[src/rtl/ras_pkg.sv]
package ras_pkg;

   typedef enum logic [1:0] {
      RAS_IDLE = 2'd0,
      RAS_PUSH = 2'd1,
      RAS_POP  = 2'd2
   } ras_op_e;

   // a push outranks a pop raised in the same cycle
   function automatic ras_op_e ras_decode(input logic push, input logic pop);
      if (push)     return RAS_PUSH;
      else if (pop) return RAS_POP;
      else          return RAS_IDLE;
   endfunction

   function automatic bit ras_is_pow2(input int n);
      return (n >= 2) && ((n & (n - 1)) == 0);
   endfunction

endpackage

[src/rtl/ras_ptr.sv]
module ras_ptr
   import ras_pkg::*;
#(
   parameter int DEPTH = 8,
   localparam int PW   = $clog2(DEPTH)
) (
   input  logic          clk,
   input  logic          rst_n,
   input  ras_op_e       op,
   output logic          wr_en,
   output logic [PW-1:0] wr_idx,
   output logic [PW-1:0] rd_idx
);

   logic [PW-1:0] sp_q;

   // power-of-two depth lets the natural carry perform the wrap
   always_ff @(posedge clk or negedge rst_n) begin
      if (!rst_n) begin
         sp_q <= '0;
      end else begin
         unique case (op)
            RAS_PUSH: sp_q <= sp_q + PW'(1);
            RAS_POP:  sp_q <= sp_q - PW'(1);
            default:  sp_q <= sp_q;
         endcase
      end
   end

   assign wr_en  = (op == RAS_PUSH);
   assign wr_idx = sp_q;
   assign rd_idx = sp_q - PW'(1);

endmodule

[src/rtl/ras_store.sv]
module ras_store #(
   parameter int DEPTH     = 8,
   parameter int WIDTH     = 13,
   parameter bit RD_ONEHOT = 1'b0,
   localparam int PW       = $clog2(DEPTH)
) (
   input  logic             clk,
   input  logic             wr_en,
   input  logic [PW-1:0]    wr_idx,
   input  logic [WIDTH-1:0] wr_data,
   input  logic [PW-1:0]    rd_idx,
   output logic [WIDTH-1:0] rd_data
);

   logic [WIDTH-1:0] ent [DEPTH];

   // entries carry no reset: their contents are left undefined
   for (genvar g = 0; g < DEPTH; g++) begin : g_ent
      always_ff @(posedge clk) begin
         if (wr_en && (wr_idx == PW'(g))) ent[g] <= wr_data;
      end
   end

   if (RD_ONEHOT) begin : g_rd_andor
      always_comb begin
         rd_data = '0;
         for (int i = 0; i < DEPTH; i++) begin
            rd_data = rd_data | (ent[i] & {WIDTH{rd_idx == PW'(i)}});
         end
      end
   end else begin : g_rd_index
      assign rd_data = ent[rd_idx];
   end

endmodule

[src/rtl/ret_addr_stack.sv]
module ret_addr_stack
   import ras_pkg::*;
#(
   parameter int DEPTH     = 8,
   parameter int WIDTH     = 13,
   parameter bit RD_ONEHOT = 1'b0,
   localparam int PW       = $clog2(DEPTH)
) (
   input  logic             clk,
   input  logic             rst_n,
   input  logic             push_i,
   input  logic [WIDTH-1:0] push_addr_i,
   input  logic             pop_i,
   output logic [WIDTH-1:0] tos_o
);

   initial begin
      if (!ras_is_pow2(DEPTH)) $fatal(1, "ret_addr_stack: DEPTH must be a power of two, >= 2");
      if (WIDTH < 1)           $fatal(1, "ret_addr_stack: WIDTH must be at least 1");
   end

   ras_op_e       op;
   logic          wr_en;
   logic [PW-1:0] sp_q;
   logic [PW-1:0] rd_idx;

   assign op = ras_decode(push_i, pop_i);

   ras_ptr #(.DEPTH(DEPTH)) u_ptr (
      .clk    (clk),
      .rst_n  (rst_n),
      .op     (op),
      .wr_en  (wr_en),
      .wr_idx (sp_q),
      .rd_idx (rd_idx)
   );

   ras_store #(.DEPTH(DEPTH), .WIDTH(WIDTH), .RD_ONEHOT(RD_ONEHOT)) u_store (
      .clk     (clk),
      .wr_en   (wr_en),
      .wr_idx  (sp_q),
      .wr_data (push_addr_i),
      .rd_idx  (rd_idx),
      .rd_data (tos_o)
   );

endmodule

[config.mk]
export PLATFORM = sky130hd
export DESIGN_NAME = ret_addr_stack
export DESIGN_NICKNAME = d
export VERILOG_FILES = /design/src/rtl/ras_pkg.sv /design/src/rtl/ras_ptr.sv /design/src/rtl/ras_store.sv /design/src/rtl/ret_addr_stack.sv
export SDC_FILE = /design/constraint.sdc
export NUM_CORES = 1
export LEC_CHECK = 0
export ABC_AREA = 1
export BUFFER_PORTS_ARGS = -buffer_cell sky130_fd_sc_hd__buf_2
export CAP_MARGIN = 20
export CELL_PAD_IN_SITES_DETAIL_PLACEMENT = 1
export CELL_PAD_IN_SITES_GLOBAL_PLACEMENT = 1
export CORE_ASPECT_RATIO = 1.5
export CORE_UTILIZATION = 43
export CTS_CLUSTER_SIZE = 28
export DETAILED_ROUTE_END_ITERATION = 16
export PLACE_DENSITY = 0.72
export SYNTH_ARGS = -nofsm -noshare
export SYNTH_HDL_FRONTEND = slang
export SYNTH_SLANG_ARGS = --single-unit
[constraint.sdc]
create_clock -name clk -period 1.9 [get_ports clk]
set_input_delay 0.19 -clock clk [delete_from_list [all_inputs] [get_ports clk]]
set_output_delay 0.19 -clock clk [all_outputs]
set_load 0.02 [all_outputs]
==> impl_summary.txt <==
----------------------------------------------------
[Outcome]
  Result of the run ... finished, violations left
  Violations in the final reports ... setup timing

[Drt]
  WL final ... 11,600 um
  Number of design-rule violations left by the first detailed-router iteration ... 120
  Via Count ... 3,380
  Post-DR wirelength/cell ... between 15 and 20 um
  Vias per cell ... 4.85
  DRC errors left ... 0
  Number of iterations in the first detailed-routing pass ... 4
  ANT nets after route ... 0

[Final layout]
  Non-filler cells, final ... between 600 and 700
  Leading cell types in the layout, fill and taps excluded ... sky130_fd_sc_hd__nand2_1, sky130_fd_sc_hd__inv_1, sky130_fd_sc_hd__edfxtp_1, sky130_fd_sc_hd__nand3_1, sky130_fd_sc_hd__nand2_2
  Number of filler cells placed in the layout ... 1,271
  Area growth from synthesis to layout ... 20.2%
  Share of layout cells above drive strength 1 ... 0.224
  Most common cell after layout, fill and taps aside ... sky130_fd_sc_hd__nand2_1
  Antenna cells ... 0
  Final core utilization ... 0.533
  # nets final ... 572

[Synth]
  Simple-Gate Fraction of Synth Area ... 0.208
  Post-synthesis adder-cell area fraction ... 0.0178
  Syn_area_per_cell ... 9.97 um^2
  Number of nets in the synthesized netlist ... 516
  XOR/XNOR share of the synthesized area ... 0.00510
  Share of synthesized area occupied by flip-flops and latches ... 0.652
  Cell variety after synth ... 16
  Complex-gate fraction of the synthesized area ... 0
  Post-synth design cell area ... 4910 um^2
  Synthesized instance count ... 492
  Largest family of logic cells by synthesized area ... simple AND/OR/NAND/NOR gates
  Mux share of post-synthesis cell area ... 0
  Ys Warns ... 0
  Synth Register Bits ... between 100 and 150

[Worst setup path]
  Critical path required time ... 1.71 ns
  Count of cells along the worst register-to-register path ... 6
  Worst flop-to-flop path startpoint ... u_ptr.wr_idx[0]
  Arrival @ worst endpoint ... 1.80 ns
  Crit Path Max Fanout ... 11
  Crit start category ... register
  Category of the critical setup timing path ... reg -> out
  Critical R2R Capture ... u_store.ent[1][10]
  Critical Path Sink Type ... primary output
  Critical path startpoint ... u_ptr.wr_idx[0]
  Setup crit end ... tos_o[12]
  Worst setup slack for register-to-register paths ... 0.04 ns

[Global routing]
  Initial antenna violation count ... 0
  Final global-route overflow total ... 0
  Pin count of the biggest net entering global routing ... 55
  Via count of the first global-routing pass ... 3,537
  Global-route wire length before repair ... around 19,000 um
  GRT Resource Usage Total ... 0.218

[Placed design]
  Count of buffers inserted at the top-level ports ... 29
  Number of placed cells counting well taps ... 675
  Placement Setup Slack ... 0.0738 ns
  RD Place Congestion ... between 0.7 and 0.8
  Estimated wirelength of the detail-placed design ... 7530 um

[Clocking]
  Clock-pin slew on the worst setup and hold paths ... 0.06 ns
  Clock insertion delay at the later pin of the skew report ... 0.35 ns
  Root Buffer ... sky130_fd_sc_hd__clkbuf_16
  Num Clock Sinks ... 107
  Buffer levels on the longest clock path ... 2
  H-tree depth ... 3
  TritonCTS clock tree ... built
  Number of buffers created by CTS ... 9

[Floorplanning]
  Die W ... 89.2 um
  Vert. Die Dim ... ~130 um
  I/O Pins ... 30
  Die Area ... 11,900 um^2
  Initial core utilization ... 0.444
  Placeable core region ... 11,100 um^2
  Placement Rows ... 47

[Worst hold path]
  HP Class ... in -> reg

[Pwr]
  Switch share ... 0.418
  Leakage dissipation ... 2.75 nW
  Fraction of power consumed by the clock network ... 0.144
  Share of power burned in combinational logic ... 0.587
  Max IR drop VDD ... around 1.0 mV
  PwrDens ... just under 2000 nW/um^2
  Net load switching power ... 4.74 mW
  Sequential power share ... 0.270
  Internal power contribution ... 6.59 mW

[STA]
  Measured slew at the worst slew-check pin ... 0.264 ns
  Final setup vio count ... 13
  Fin. max-slew vios ... 0
  Maximum achievable frequency ... about 500 MHz
  Final cycle utilization of the critical path ... 1.05
  Final WS setup ... -0.0883 ns
  Final worst hold slack ... ~0.12 ns
  Clock Skew ... 0.00645 ns
  Time the final worst path needs with I/O delays and setup ... 1.99 ns
  RSZ-0062 raised after global routing ... true
  Worst slew margin relative to its limit ... 0.824
  Total negative slack for setup checks ... -0.697 ns
  Final Hold Violating Endpoints ... 0

[Job]
  Max-cap violation count ... 0

----------------------------------------------------
## cells by family after synthesis
logic type / after synthesis
buffers and inverters: 135
adder cells (fa/ha/maj): 7
XOR/XNOR: 2
flip-flops: 107
AND/OR/NAND/NOR: 241
## per-layer routing
| metal | up-vias | global-route usage | part of all wire |
|---|---|---|---|
| met3 | 17 | 0.0262 | 0.022 |
| met4 | 0 | 0.0785 | 0.021 |
| li1 | 1623 | - | - |
| met2 | 43 | 0.384 | 0.54 |
| met5 | - | 0 | 0 |
| met1 | 1697 | 0.271 | 0.41 |
## timing repair
item	in CTS	in global routing
hold buffers	1	0
setup buffers	5	2
resized for setup	43	25
setup endpoints to repair	13	13
pin swaps	3	9
endpoints found under the hold margin	3	0
cloned	1	0
## cell type report
| cell class | instances | area, um^2 | share of cell area |
|---|---|---|---|
| sequential | 107 | 3200 | 0.542 |
| multi-input combinational | 250 | 1240 | 0.210 |
| timing repair buffer | 64 | 582 | 0.0986 |
| inverter | 116 | 450 | 0.0764 |
| clock buffer | 10 | 229 | 0.0388 |
| tap | 147 | 184 | 0.0312 |
| clock inverter | 3 | 17.5 | 0.00297 |
## Yosys cell counts (all sizes together)
library cell  number  area, um^2
clkbuf             1        3.75
buf               18         130
inv              116         440
edfxtp           104        3120
ha                 7        87.6
nand2            179         722
nor2               8        30.0
nand3             54         270
dfrtp              3        75.1
xnor2              1        16.3
xor2               1        8.76
## sequential cells by signal, summed over array words and instances (netlist names)
signal        count
u_ptr.wr_idx      3
u_store.ent     104
## per-stage QoR
| stage | area [um^2] | power (mW) |
|---|---|---|
| after floorplan | 4920 | 6.73 |
| after global placement | 5340 | 8.24 |
| after detailed placement | 5340 | 8.34 |
| after CTS | 5780 | 11.0 |
| after global routing | 5900 | 12.1 |
| final | 5900 | 11.3 |
## power by group through the flow
stage | Clock [mW] | Combinational (mW) | Sequential, mW
2_1_floorplan | 0 | 3.65 | 3.08
3_3_place_gp | 0 | 5.14 | 3.10
3_5_place_dp | 0 | 5.23 | 3.11
4_1_cts | 1.66 | 6.27 | 3.05
5_1_grt | 1.72 | 7.25 | 3.08
6_report | 1.63 | 6.65 | 3.06
## how the worst min path moves through the flow
stage	from	end	slack, ns	cells past startpoint
6_report	push_addr_i[12]	u_store.ent[1][12]	0.12	1
5_1_grt	push_addr_i[0]	u_store.ent[0][0]	0.13	1
4_1_cts	push_addr_i[12]	u_store.ent[1][12]	0.11	1
3_5_place_dp	rst_n	u_ptr.wr_idx[2]	-0.003	1
3_3_place_gp	rst_n	u_ptr.wr_idx[2]	-0.005	1
2_1_floorplan	rst_n	u_ptr.wr_idx[0]	-0.11	0
## worst max-delay path: stages (launching register included)
cell                      delay [ns]
sky130_fd_sc_hd__dfrtp_1        0.40
sky130_fd_sc_hd__inv_4          0.08
sky130_fd_sc_hd__ha_4           0.34
sky130_fd_sc_hd__buf_8          0.16
sky130_fd_sc_hd__nand3_1        0.12
sky130_fd_sc_hd__nand2_1        0.10
sky130_fd_sc_hd__nand2_1        0.07
sky130_fd_sc_hd__nand2_2        0.07
sky130_fd_sc_hd__buf_6          0.11
No activity file was read; power rests on OpenSTA's default activity.
